### config.mk
export PLATFORM = sky130hd
export DESIGN_NAME = sar_adc_reader
export DESIGN_NICKNAME = d
export VERILOG_FILES = /design/src/rtl/sar_rd_pkg.sv /design/src/rtl/sar_rd_clkdiv.sv /design/src/rtl/sar_rd_seq.sv /design/src/rtl/sar_rd_capture.sv /design/src/rtl/sar_adc_reader.sv
export SDC_FILE = /design/constraint.sdc
export NUM_CORES = 1
export LEC_CHECK = 0
export BUFFER_PORTS_ARGS = -buffer_cell sky130_fd_sc_hd__buf_2
export CAP_MARGIN = 40
export CORE_MARGIN = 4
export CORE_UTILIZATION = 50
export CTS_BUF_LIST = sky130_fd_sc_hd__clkbuf_4 sky130_fd_sc_hd__clkbuf_8
export DETAILED_ROUTE_END_ITERATION = 8
export PLACE_DENSITY = 0.69
export RECOVER_POWER = 25
export SYNTH_ARGS = -nofsm -noshare
export SYNTH_HDL_FRONTEND = slang
export SYNTH_SLANG_ARGS = --single-unit
### constraint.sdc
create_clock -name clk_i -period 3.4 [get_ports clk_i]
set_input_delay 1.02 -clock clk_i [delete_from_list [all_inputs] [get_ports clk_i]]
set_output_delay 1.02 -clock clk_i [all_outputs]
set_load 0.05 [all_outputs]
### src/rtl/sar_rd_pkg.sv
package sar_rd_pkg;
  typedef enum logic [1:0] {
    ST_IDLE = 2'd0,
    ST_GAP  = 2'd1,
    ST_RUN  = 2'd2
  } rd_state_e;

  function automatic int ceil_div(input int a, input int b);
    return (a + b - 1) / b;
  endfunction

  function automatic int max_int(input int a, input int b);
    return (a > b) ? a : b;
  endfunction
endpackage

### src/rtl/sar_rd_clkdiv.sv
module sar_rd_clkdiv #(
  parameter int DIV_W    = 16,
  parameter int MIN_HALF = 105,
  parameter int MAX_HALF = 5208
) (
  input  logic             clk_i,
  input  logic             rst_ni,
  input  logic             load_i,
  input  logic             run_i,
  input  logic [DIV_W-1:0] div_half_i,
  output logic             tick_o
);
  localparam logic [DIV_W-1:0] HALF_LO = DIV_W'(MIN_HALF);
  localparam logic [DIV_W-1:0] HALF_HI = DIV_W'(MAX_HALF);

  logic [DIV_W-1:0] half_q, half_d, cnt_q;

  always_comb begin
    if (div_half_i < HALF_LO)      half_d = HALF_LO;
    else if (div_half_i > HALF_HI) half_d = HALF_HI;
    else                           half_d = div_half_i;
  end

  assign tick_o = run_i && (cnt_q == half_q - 1'b1);

  always_ff @(posedge clk_i or negedge rst_ni) begin
    if (!rst_ni) begin
      half_q <= HALF_LO;
      cnt_q  <= '0;
    end else if (load_i) begin
      half_q <= half_d;
      cnt_q  <= '0;
    end else if (run_i) begin
      cnt_q <= tick_o ? '0 : cnt_q + 1'b1;
    end else begin
      cnt_q <= '0;
    end
  end

  AST_HALF_LO: assert property (@(posedge clk_i) disable iff (!rst_ni)
    load_i && (div_half_i < HALF_LO) |=> half_q == HALF_LO);
  AST_HALF_HI: assert property (@(posedge clk_i) disable iff (!rst_ni)
    load_i && (div_half_i > HALF_HI) |=> half_q == HALF_HI);
  AST_TICK_SPACED: assert property (@(posedge clk_i) disable iff (!rst_ni)
    tick_o && !load_i |=> !tick_o);
endmodule

### src/rtl/sar_rd_seq.sv
module sar_rd_seq
  import sar_rd_pkg::*;
#(
  parameter int RES_W       = 14,
  parameter int SAMPLE_CLKS = 5,
  parameter int NULL_BITS   = 1,
  parameter int PAD_BITS    = 2,
  parameter int N_EXTRA_MAX = 2,
  parameter int EXT_W       = 2
) (
  input  logic             clk_i,
  input  logic             rst_ni,
  input  logic             start_i,
  input  logic             cont_i,
  input  logic [EXT_W-1:0] ext_clk_i,
  input  logic             tick_i,
  output logic             load_o,
  output logic             run_o,
  output logic             cs_n_o,
  output logic             dclk_o,
  output logic             rise_o,
  output logic             cap_o,
  output logic             last_o,
  output logic             busy_o
);
  localparam int N_BASE    = SAMPLE_CLKS + NULL_BITS + RES_W + PAD_BITS;
  localparam int N_MAX     = N_BASE + N_EXTRA_MAX;
  localparam int HC_W      = $clog2(2 * N_MAX);
  localparam int NC_W      = $clog2(N_MAX + 1);
  localparam int CAP_FIRST = SAMPLE_CLKS + NULL_BITS + 1;
  localparam int CAP_LAST  = CAP_FIRST + RES_W - 1;
  localparam logic [HC_W-1:0] CAP_LO = HC_W'(2 * (CAP_FIRST - 1));
  localparam logic [HC_W-1:0] CAP_HI = HC_W'(2 * (CAP_LAST - 1));

  rd_state_e       st_q;
  logic [HC_W-1:0] hcnt_q, last_idx;
  logic [NC_W-1:0] nclk_q, nclk_d;
  logic            dclk_q, cs_q, pend_q, capd_q;
  logic            go, run_end, gap_end, start_run;

  always_comb begin
    if (int'(ext_clk_i) > N_EXTRA_MAX) nclk_d = NC_W'(N_MAX);
    else                               nclk_d = NC_W'(N_BASE + int'(ext_clk_i));
  end

  assign last_idx  = HC_W'(2 * int'(nclk_q) - 1);
  assign go        = pend_q | cont_i;
  assign run_end   = (st_q == ST_RUN) && tick_i && (hcnt_q == last_idx);
  assign gap_end   = (st_q == ST_GAP) && tick_i && (hcnt_q == HC_W'(1));
  assign start_run = gap_end && go;
  assign load_o    = ((st_q == ST_IDLE) && go) || run_end;
  assign run_o     = (st_q != ST_IDLE);
  // even half index = rising edge about to be shown
  assign rise_o    = (st_q == ST_RUN) && tick_i && !hcnt_q[0];
  assign cap_o     = (hcnt_q >= CAP_LO) && (hcnt_q <= CAP_HI);
  assign last_o    = rise_o && (hcnt_q == CAP_HI);
  assign cs_n_o    = cs_q;
  assign dclk_o    = dclk_q;
  assign busy_o    = pend_q | ((st_q == ST_RUN) & ~capd_q);

  always_ff @(posedge clk_i or negedge rst_ni) begin
    if (!rst_ni) begin
      st_q   <= ST_IDLE;
      hcnt_q <= '0;
      nclk_q <= NC_W'(N_BASE);
      dclk_q <= 1'b0;
      cs_q   <= 1'b1;
      pend_q <= 1'b0;
      capd_q <= 1'b0;
    end else begin
      pend_q <= (pend_q & ~start_run) | start_i;
      if (load_o) nclk_q <= nclk_d;
      if (start_run)   capd_q <= 1'b0;
      else if (last_o) capd_q <= 1'b1;
      unique case (st_q)
        ST_IDLE: begin
          if (go) begin
            st_q   <= ST_GAP;
            hcnt_q <= '0;
          end
        end
        ST_GAP: begin
          if (gap_end) begin
            hcnt_q <= '0;
            if (go) begin
              st_q <= ST_RUN;
              cs_q <= 1'b0;
            end else begin
              st_q <= ST_IDLE;
            end
          end else if (tick_i) begin
            hcnt_q <= hcnt_q + 1'b1;
          end
        end
        ST_RUN: begin
          if (tick_i) dclk_q <= ~dclk_q;
          if (run_end) begin
            st_q   <= ST_GAP;
            hcnt_q <= '0;
            cs_q   <= 1'b1;
          end else if (tick_i) begin
            hcnt_q <= hcnt_q + 1'b1;
          end
        end
        default: st_q <= ST_IDLE;
      endcase
    end
  end

  AST_DCLK_IDLE: assert property (@(posedge clk_i) disable iff (!rst_ni)
    cs_q |-> !dclk_q);
  AST_PEND_HELD: assert property (@(posedge clk_i) disable iff (!rst_ni)
    pend_q && (st_q == ST_RUN) |=> pend_q);
  AST_BUSY_ON_START: assert property (@(posedge clk_i) disable iff (!rst_ni)
    start_i |=> busy_o);
  AST_CS_RISE_LOW_CLK: assert property (@(posedge clk_i) disable iff (!rst_ni)
    $rose(cs_q) |-> $fell(dclk_q));
endmodule

### src/rtl/sar_rd_capture.sv
module sar_rd_capture #(
  parameter int RES_W = 14
) (
  input  logic             clk_i,
  input  logic             rst_ni,
  input  logic             rise_i,
  input  logic             cap_i,
  input  logic             last_i,
  input  logic             sdo_i,
  output logic [RES_W-1:0] data_o,
  output logic             valid_o
);
  logic [RES_W-1:0] sh_q;

  always_ff @(posedge clk_i or negedge rst_ni) begin
    if (!rst_ni) begin
      sh_q    <= '0;
      data_o  <= '0;
      valid_o <= 1'b0;
    end else begin
      valid_o <= 1'b0;
      if (rise_i && cap_i) sh_q <= {sh_q[RES_W-2:0], sdo_i};
      if (last_i) begin
        data_o  <= {sh_q[RES_W-2:0], sdo_i};
        valid_o <= 1'b1;
      end
    end
  end

  AST_VALID_PULSE: assert property (@(posedge clk_i) disable iff (!rst_ni)
    valid_o |=> !valid_o);
  AST_DATA_HELD: assert property (@(posedge clk_i) disable iff (!rst_ni)
    !last_i |=> $stable(data_o));
endmodule

### src/rtl/sar_adc_reader.sv
module sar_adc_reader
  import sar_rd_pkg::*;
#(
  parameter int SYS_CLK_HZ   = 250_000_000,
  parameter int DCLK_MAX_HZ  = 1_200_000,
  parameter int DCLK_MIN_HZ  = 24_000,
  parameter int MIN_PHASE_NS = 200,
  parameter int DIV_W        = 16,
  parameter int RES_W        = 14,
  parameter int N_EXTRA_MAX  = 2,
  parameter int EXT_W        = 2
) (
  input  logic             clk_i,
  input  logic             rst_ni,
  input  logic [DIV_W-1:0] div_half_i,
  input  logic [EXT_W-1:0] ext_clk_i,
  input  logic             start_i,
  input  logic             cont_i,
  input  logic             sdo_i,
  output logic             cs_n_o,
  output logic             dclk_o,
  output logic [RES_W-1:0] data_o,
  output logic             valid_o,
  output logic             busy_o
);
  localparam int HALF_FMAX  = ceil_div(SYS_CLK_HZ, 2 * DCLK_MAX_HZ);
  localparam int HALF_PHASE = ceil_div((SYS_CLK_HZ / 1000) * MIN_PHASE_NS, 1_000_000);
  localparam int MIN_HALF   = max_int(max_int(HALF_FMAX, HALF_PHASE), 2);
  localparam int MAX_HALF   = SYS_CLK_HZ / (2 * DCLK_MIN_HZ);

  logic tick, load, run, rise, cap, last;

  sar_rd_clkdiv #(
    .DIV_W   (DIV_W),
    .MIN_HALF(MIN_HALF),
    .MAX_HALF(MAX_HALF)
  ) u_div (
    .clk_i     (clk_i),
    .rst_ni    (rst_ni),
    .load_i    (load),
    .run_i     (run),
    .div_half_i(div_half_i),
    .tick_o    (tick)
  );

  sar_rd_seq #(
    .RES_W      (RES_W),
    .N_EXTRA_MAX(N_EXTRA_MAX),
    .EXT_W      (EXT_W)
  ) u_seq (
    .clk_i    (clk_i),
    .rst_ni   (rst_ni),
    .start_i  (start_i),
    .cont_i   (cont_i),
    .ext_clk_i(ext_clk_i),
    .tick_i   (tick),
    .load_o   (load),
    .run_o    (run),
    .cs_n_o   (cs_n_o),
    .dclk_o   (dclk_o),
    .rise_o   (rise),
    .cap_o    (cap),
    .last_o   (last),
    .busy_o   (busy_o)
  );

  sar_rd_capture #(
    .RES_W(RES_W)
  ) u_cap (
    .clk_i  (clk_i),
    .rst_ni (rst_ni),
    .rise_i (rise),
    .cap_i  (cap),
    .last_i (last),
    .sdo_i  (sdo_i),
    .data_o (data_o),
    .valid_o(valid_o)
  );

  AST_RESULT_BEFORE_CS: assert property (@(posedge clk_i) disable iff (!rst_ni)
    valid_o |-> !cs_n_o);
  AST_CS_FALL_CLK_LOW: assert property (@(posedge clk_i) disable iff (!rst_ni)
    $fell(cs_n_o) |-> !dclk_o);
  AST_CS_HIGH_GAP: assert property (@(posedge clk_i) disable iff (!rst_ni)
    $rose(cs_n_o) |=> cs_n_o);
endmodule

# ---- After elaboration in Yosys (flattened, before gate mapping)
# Cells that the tools add are included.
dict set report op_classes {
  n_addsub 5
  order_cmp 5
  eq_ne 10
  mux 23
  n_bitwise 8
  reduce_logical 22
}
# op n
set ops {}
lappend ops {{$mux W16} 5}
lappend ops {{$mux W6} 4}
lappend ops {{$pmux W6 S3} 1}
lappend ops {{$add A16 B1 Y16 const B} 1}
lappend ops {{$eq A16 B16 Y1} 1}
lappend ops {{$gt A16 B13 Y1 const B} 1}
lappend ops {{$lt A16 B7 Y1 const B} 1}
lappend ops {{$sub A16 B1 Y16 const B} 1}
lappend ops {{$logic_and A1 B1 Y1} 11}
lappend ops {{$mux W2} 4}
lappend ops {{$ne A2 B1 Y1 const B} 4}
lappend ops {{$add A6 B1 Y6 const B} 1}
lappend ops {{$eq A6 B1 Y1 const B} 1}
lappend ops {{$eq A6 B6 Y1} 1}
lappend ops {{$eq A6 B6 Y1 const B} 1}
lappend ops {{$ge A6 B4 Y1 const B} 1}
lappend ops {{$le A6 B6 Y1 const B} 1}
lappend ops {{$mux W1} 6}
lappend ops {{$pmux W2 S3} 1}
lappend ops {{$reduce_bool A2 Y1} 3}
lappend ops {{$sub A6 B1 Y6 const B} 1}
lappend ops {{$add A5 B2 Y5 const A} 1}
lappend ops {{$mux W5} 1}
lappend ops {{$reduce_and A2 Y1} 2}
lappend ops {{13 further kinds} 18}
dict set report totals {
  reg_bits 77
  input_bits 23
  wordCells 85
}

# ---- Logic depth before layout (Yosys ltp)
# Gate-level depths: netlist (run 1).
dict set report logic_depth {
  word_depth 9
  ltp_mapped 12
  ltp_nobuf 10
}

# ---- Modules after synthesis
# A second synthesis (run 1) with hierarchy kept.
dict set report unflattened {
  cells_unflattened 393
  hier_area_um2 4156.5
}
# mod instances cells_each area_each_um2 seq_area_each_um2
set by_module_without_submodules {}
lappend by_module_without_submodules {sar_rd_clkdiv 1 228 2069.5 805.8}
lappend by_module_without_submodules {sar_rd_capture 1 58 1071.0 700.7}
lappend by_module_without_submodules {sar_rd_seq 1 107 1016.0 377.9}

# ---- Worst setup path before layout (run 1)
# OpenSTA, ideal clock, no wires.
dict set report synth_timing {
  kind {reg2reg}
  startpoint {register u_div.half_q[0]}
  endpoint {register u_cap.data_o[12]}
  setup_ns 0.128
  t_arrival_ns 2.959
  slack_ns 0.313
  stages_incl_launch_ff 13
  period_less_slack_ns 3.087
  path_cell_list {dfstp_2 -> inv_1 -> ha_1 -> o21bai_1 -> a31o_2 -> a211oi_1 -> o32ai_2 -> nor4_4 -> and2_1 -> buf_4 -> nand4_4 -> buf_6 -> mux2_1}
}
dict set report synth_via {
  elab_chain_cells 6
}
# item line
set synth_rtl {}
lappend synth_rtl {{from (decl)} sar_rd_clkdiv.sv:16} ;# logic [DIV_W-1:0] half_q, half_d, cnt_q;
lappend synth_rtl {{from (signal assigned)} sar_rd_clkdiv.sv:31} ;# half_q <= half_d;
lappend synth_rtl {{$sub A16 B1 Y16} sar_rd_clkdiv.sv:24} ;# assign tick_o = run_i && (cnt_q == half_q - 1'b1);
lappend synth_rtl {{$eq A16 B16 Y1} sar_rd_clkdiv.sv:24}
lappend synth_rtl {{$logic_and A1 B1 Y1} sar_rd_clkdiv.sv:24}
lappend synth_rtl {{$logic_and A1 B1 Y1 (2 in series)} sar_rd_seq.sv:54} ;# assign rise_o = (st_q == ST_RUN) && tick_i && !hcnt_q[0];
lappend synth_rtl {{$logic_and A1 B1 Y1} sar_rd_seq.sv:56} ;# assign last_o = rise_o && (hcnt_q == CAP_HI);
lappend synth_rtl {{to (signal assigned)} sar_rd_capture.sv:24} ;# data_o <= {sh_q[RES_W-2:0], sdo_i};
lappend synth_rtl {{to (decl)} sar_rd_capture.sv:10} ;# output logic [RES_W-1:0] data_o,
# No other way between the ends.
# A chain may end at the register's enable or synchronous reset.

# ---- Worst setup path after layout (run 1)
dict set report layout_timing {
  startpoint {register u_div.half_q[1]}
  endpoint {register u_seq.hcnt_q[3]}
}
dict set report layout_via {
  elab_chain_cells 7
  elab_cells_between_ends 11
  classes_between {1 x add/sub; 1 x eq/ne; 4 x mux; 5 x reduce/logical}
}
# item line
set layout_rtl {}
lappend layout_rtl {{$sub A16 B1 Y16 (*)} sar_rd_clkdiv.sv:24}
lappend layout_rtl {{$eq A16 B16 Y1 (*)} sar_rd_clkdiv.sv:24}
lappend layout_rtl {{$logic_and A1 B1 Y1 (*)} sar_rd_clkdiv.sv:24}
lappend layout_rtl {{$logic_and A1 B1 Y1 (on tied branches) (2 in series)} {sar_rd_seq.sv:48, sar_rd_seq.sv:49}}
lappend layout_rtl {{$mux W6 (on tied branches)} {sar_rd_seq.sv:97, sar_rd_seq.sv:83}}
lappend layout_rtl {{$pmux W6 S3 (*)} sar_rd_seq.sv:75} ;# unique case (st_q)
lappend layout_rtl {{to (signal assigned)} sar_rd_seq.sv:92} ;# hcnt_q <= hcnt_q + 1'b1;
lappend layout_rtl {{to (signal assigned)} sar_rd_seq.sv:102} ;# hcnt_q <= hcnt_q + 1'b1;
lappend layout_rtl {{to (decl)} sar_rd_seq.sv:36} ;# logic [HC_W-1:0] hcnt_q, last_idx;
# Mark *: on every way between the ends. The rest lies on a longest branch, timed or not.

==> results of run 1 <==
-- final cells by class --
class                      count  area (sq um)  share of cell area [%]
clock buffer                   9           124                    2.48
tap                          108           135                    2.70
timing repair buffer          51           292                    5.83
clock inverter                 7          76.3                    1.53
multi-input combinational    313          2390                    47.8
inverter                      26          97.6                    1.95
sequential                    75          1880                    37.7
-- worst register-to-register path: cells and delay by family (launching register included) --
| family | cells | cell delay [ns] |
|---|---|---|
| AO/OA/AOI/OAI | 4 | 1.07 |
| adder cells (fa/ha/maj) | 1 | 0.25 |
| flip-flops | 1 | 0.43 |
| AND/OR/NAND/NOR | 3 | 1.29 |
| buffers and inverters | 1 | 0.09 |
-- metal layers --
metal,vias up,track usage (%),wire length [microns],part of all wire (%)
li1,1623,-,-,-
met1,1544,24.0,4100,47
met2,82,28.7,4090,46
met3,16,4.16,425,4.8
met4,0,6.86,180,2.0
met5,-,0,0,0
-- synthesized netlist by cell type (4+ instances only) --
library cell	number
mux2_2	11
xnor2_1	23
mux2_4	8
a21oi_1	7
and3_1	6
nor3_1	8
or4_1	4
o22ai_1	4
mux2i_1	11
nand4_1	8
nand2_1	24
dfstp_2	6
nor4_1	5
nand3_1	15
nand2b_1	4
buf_2	4
clkbuf_1	8
o21ai_0	15
mux2_1	14
and2_1	10
ha_1	11
nor2_1	45
inv_1	26
dfrtp_1	69
xor2_1	17
-- sequential cells by signal, summed over array words and instances, names as in the netlist --
signal and count:
u_seq.capd_q 1, u_seq.st_q 2, u_cap.valid_o 1, u_seq.dclk_o 1, u_seq.nclk_q 3, u_div.cnt_q 16
u_seq.hcnt_q 6, u_cap.sh_q 13, u_cap.data_o 14, u_seq.pend_q 1, u_div.half_q 16, u_seq.cs_n_o 1
-- kinds of logic (layout without fill, tap and decap cells) --
kind of cell	count (synthesis)	count (layout)	synth area share, %
compound gates	61	61	10.1
xor+xnor	40	40	7.93
fa+ha+maj	11	11	3.12
buf+inv	42	93	4.11
flops	75	75	42.7
mux	44	44	11.6
simple gates	157	157	20.5
-- stage by stage --
stage | setup WS (ns) | std cells | cell area (sq um)
final | 0.179 | 589 | 5000
after global routing | 0.00446 | 589 | 5000
after detailed placement | 0.00396 | 572 | 4770
after global placement | 0.119 | 571 | 4740
after floorplan | 0.313 | 430 | 4420
after CTS | 0.0574 | 589 | 4990
-- repair_timing --
item                                    4_1_cts  5_1_grt
endpoints found under the setup margin        4       37
pin swaps                                     1        0
resized for setup                             0        8
setup buffers                                 1        0
-- path summary, 6_finish.rpt --
kind,startpoint,depth (start not counted),slack (ns),to
max in group asynchronous,rst_ni,2,0.65,u_div.half_q[1]
worst min register to register,u_seq.dclk_o,1,0.47,u_seq.dclk_o
worst max-delay path,u_div.half_q[1],9,0.18,u_seq.hcnt_q[3]
worst min-delay path,u_seq.dclk_o,1,0.47,u_seq.dclk_o
worst max register to register,u_div.half_q[1],9,0.18,u_seq.hcnt_q[3]
min in group asynchronous,rst_ni,1,0.89,u_cap.data_o[5]
-- power groups by stage --
stage          Clock [uW]  Sequential [uW]  Combinational [uW]
6_report              692              990                 236
5_1_grt               747              997                 270
4_1_cts               709              987                 237
3_3_place_gp            0             1000                 225
2_1_floorplan           0              983                 171
3_5_place_dp            0             1000                 235
==> run_results.csv, run 1 <==
group,metric,value,unit
power,powerDensity,383,nW/um^2
setup_path,cp_top_family,"simple AND/OR/NAND/NOR gates",
power,peakVddDrop,254,uV
placed_design,dpl.hpwl,6610,microns
final_layout,layout_common_cells,"dfrtp_1, nor2_1, buf_2",
setup_path,critPathKind,"flip-flop to flip-flop",
drt,drc,0,
setup_path,path_cells,"inv_1 -> ha_1 -> or3b_1 -> o311a_1 -> or4_4 -> nor4_4 -> o22ai_2 -> o211a_1 -> a221o_1",
sta,finalCritPeriodShare,94.7,%
clocking,cts_tree,"done",
setup_path,crit_arrival,3.47,ns
drt,num_vias,3265,
logic_synthesis,syn_inst,430,
logic_synthesis,yosys.area.top_type_share,39.1,%
setup_path,max_stage_delay,0.47,ns
sta,finalSetupViolations,0,
die,rows,34,
setup_path,crit_required,3.65,ns
logic_synthesis,yosys_warnings,0,
power,p_leak,0.00242,uW
logic_synthesis,ys_top_cells_by_area,"dfrtp_1, xnor2_1, nor2_1",
clocking,clk_latency,0.37,ns
setup_path,cp_max_fo,9,
final_layout,final_core_utilization,57.6,%
drt,via_per_inst,5.54,
setup_path,cp-start-kind,"flip-flop",
logic_synthesis,async_flop_share,100,%
die,ios,41,
global_route,grt_antenna_before_repair,0,
power,power_switching,581,uW
sta,worstMarginPinSlew,1.24,ns
clocking,cts_root_buf,"clkbuf_8",
global_route,grt.total_usage,18.0,%
clocking,clk_pin_slew,0.09,ns
placed_design,routabilityCongestion,0.891,
sta,whs,0.475,ns
clocking,clockBufferDepth,2,
setup_path,endpoint_kind,"flip-flop",
clocking,htree_levels,3,
sta,slew_viol_final,0,
logic_synthesis,seq_area_frac_synth,42.7,%
final_layout,n_fill_cell,771,
global_route,grt_pass1_vias,3190,
global_route,grt_max_degree,53,
global_route,overflow,0,
drt,dr.pass1.iters,4,
logic_synthesis,syn_avg_cell_area,10.3,sq um
power,p_seq_share,51.6,%
drt,routed_wl,8800,microns
sta,rsz0062_at_grt,"false",
job,maxCapViolCount,0,
sta,final.setup.tns,0,ns
logic_synthesis,synth_edf_count,0,
global_route,grt_pass1_wl,14900,microns
final_layout,nets,510,
power,p_sw_share,30.3,%
clocking,cts.sinks,75,
clocking,cts_buffers,9,
worst_hold_path,hp-class,"flip-flop to flip-flop",
logic_synthesis,syn_nets,464,
power,p_int,1340,uW
sta,max_freq,0.310,GHz
sta,slew_headroom,17.2,%
clocking,hold_buffers,0,
die,start_util,50.9,%
setup_path,cp.buffers_inverters,1,
drt,ant_nets,0,
drt,wl_per_cell,14.9,microns
setup_path,crit_slowest_cell,"or4_4",
final_layout,antenna_cells,0,
die,core,8680,sq um
final_layout,final_common_cell,"dfrtp_1",
die,die_h,102,microns
logic_synthesis,synth.distinct_cells,61,
die,die_w,102,microns
logic_synthesis,yosysTopAreaCell,"dfrtp_1",
final_layout,drive_gt1_share,23.3,%
power,power,1920,uW
final_layout,area_delta_synth_final,13.3,%
sta,period_needed,3.22,ns
logic_synthesis,synthFlopType,"dfrtp_1",
power,combPwrFrac,12.3,%
run_status,status,"completed",
die,dieArea,10400,sq um
sta,skew,0.0158,ns
placed_design,io_buffers,40,
logic_synthesis,ys_seq_elements,75,
sta,finalHoldViolations,0,
logic_synthesis,syn_area,4420,sq um
power,pwr-share-clk,36.1,%
drt,drtIter0Drc,104,
(Power assumes the default switching activity.)
==> run 2: changes to the inputs <==
CTS_CLUSTER_SIZE = 28   (was unset)
RECOVER_POWER = 100   (was 25)
==> run_results.csv, run 2 (same netlist as run 1, synthesis figures left out) <==
group,metric,value,unit
power,peakVddDrop,255,uV
setup_path,cp_max_fo,9,
power,powerDensity,389,nW/um^2
die,core,8680,sq um
placed_design,routabilityCongestion,0.891,
drt,ant_nets,0,
die,rows,34,
run_status,status,"completed",
drt,num_vias,3290,
sta,whs,0.486,ns
drt,drtIter0Drc,115,
global_route,grt_pass1_wl,14900,microns
drt,wl_per_cell,14.9,microns
global_route,grt_max_degree,53,
setup_path,path_cells,"inv_1 -> ha_1 -> or3b_1 -> o311a_1 -> or4_4 -> nor4_4 -> o22ai_2 -> o211a_1 -> a221o_1",
final_layout,antenna_cells,0,
power,p_leak,0.00232,uW
sta,rsz0062_at_grt,"false",
setup_path,endpoint_kind,"flip-flop",
die,ios,41,
die,die_h,102,microns
sta,slew_viol_final,0,
clocking,cts_root_buf,"clkbuf_8",
placed_design,dpl.hpwl,6610,microns
clocking,clk_latency,0.37,ns
drt,drc,0,
setup_path,critPathKind,"flip-flop to flip-flop",
sta,finalCritPeriodShare,94.4,%
placed_design,place_inst,572,
final_layout,finalNonFillerCells,589,
die,die_w,102,microns
worst_hold_path,hp-class,"flip-flop to flip-flop",
final_layout,layout_common_cells,"dfrtp_1, nor2_1, inv_1",
placed_design,io_buffers,40,
global_route,grt_pass1_vias,3190,
clocking,cts.sinks,75,
sta,finalHoldViolations,0,
clocking,cts_tree,"done",
clocking,cts_buffers,9,
die,start_util,50.9,%
setup_path,cp.buffers_inverters,1,
clocking,clk_pin_slew,0.10,ns
clocking,clockBufferDepth,2,
setup_path,max_stage_delay,0.47,ns
final_layout,reg_top3,"u_div.cnt_q x16, u_div.half_q x16, u_cap.data_o x14",
clocking,htree_levels,3,
sta,worstMarginPinSlew,1.25,ns
clocking,hold_buffers,0,
die,dieArea,10400,sq um
final_layout,final_common_cell,"dfrtp_1",
job,maxCapViolCount,0,
drt,routed_wl,8790,microns
final_layout,nets,510,
sta,skew,0.0178,ns
drt,dr.pass1.iters,4,
setup_path,cp-start-kind,"flip-flop",
sta,period_needed,3.21,ns
setup_path,crit_required,3.65,ns
sta,slew_headroom,16.6,%
final_layout,drive_gt1_share,17.9,%
setup_path,cp_top_family,"simple AND/OR/NAND/NOR gates",
setup_path,crit_arrival,3.46,ns
drt,via_per_inst,5.59,
global_route,grt.total_usage,18.0,%
setup_path,rrSetupSlack,0.19,ns
global_route,grt_antenna_before_repair,0,
global_route,overflow,0,
sta,max_freq,0.311,GHz
final_layout,area_delta_synth_final,11.8,%
sta,finalSetupViolations,0,
setup_path,crit_slowest_cell,"or4_4",
sta,final.setup.tns,0,ns
-- run 2: changes by cell type in the layout (fill, tap and decap cells not counted) --
cell      change
or2_2         -1
clkbuf_4      +1
mux2_1        +7
and2_1        -1
buf_4         -2
or2_1         +1
buf_12        -1
and2_0        +1
clkbuf_2      +2
clkbuf_1     +18
buf_2        -18
mux2_4        -7
-- run 2: repair_timing --
item                       in CTS  in global routing
setup buffers                   1                  0
hold endpoints to repair        0                  0
cloned                          0                  0
gates resized for setup         0                  8
setup endpoints to repair       4                 37
pin swaps                       1                  0
-- run 2: power by group --
group	internal, uW	switching, uW	total [uW]	leakage (uW)
combinational	112	124	235	0.00123
sequential	932	57.7	990	0.000983
clock	293	402	695	0.000103
-- run 2: through the flow --
step / cell area [sq um] / total power [uW] / setup WS [ns] / util, %
after floorplan: 4420 / 1150 / 0.313 / -
after global placement: 4740 / 1230 / 0.119 / 54.6
after detailed placement: 4770 / 1240 / 0.00396 / 54.9
after CTS: 4990 / 1930 / 0.0574 / 57.5
after global routing: 4940 / 2010 / 0.00387 / 56.9
final: 4940 / 1920 / 0.189 / 56.9
-- run 2: layout make-up --
cell class	count	area, sq um
Clock buffer	9	124
Clock inverter	7	76.3
Fill cell	793	3740
Inverter	26	97.6
Multi-Input combinational cell	313	2370
Sequential cell	75	1880
Tap cell	108	135
Timing Repair Buffer	51	251
-- run 2: layer usage --
| layer | GRT usage (%) | share of wire, % | vias up |
|---|---|---|---|
| li1 | - | - | 1626 |
| met4 | 6.86 | 2.2 | 0 |
| met1 | 24.0 | 46 | 1557 |
| met5 | 0 | 0 | - |
| met3 | 4.16 | 5.3 | 18 |
| met2 | 28.7 | 47 | 89 |
-- run 2: worst paths after layout --
kind	to	from	cells after the start
worst max-delay path	u_seq.hcnt_q[3]	u_div.half_q[1]	9
worst min-delay path	u_seq.dclk_o	u_seq.dclk_o	1
worst max register to register	u_seq.hcnt_q[3]	u_div.half_q[1]	9
worst min register to register	u_seq.dclk_o	u_seq.dclk_o	1
max in group asynchronous	u_div.half_q[1]	rst_ni	2
min in group asynchronous	u_cap.data_o[5]	rst_ni	1
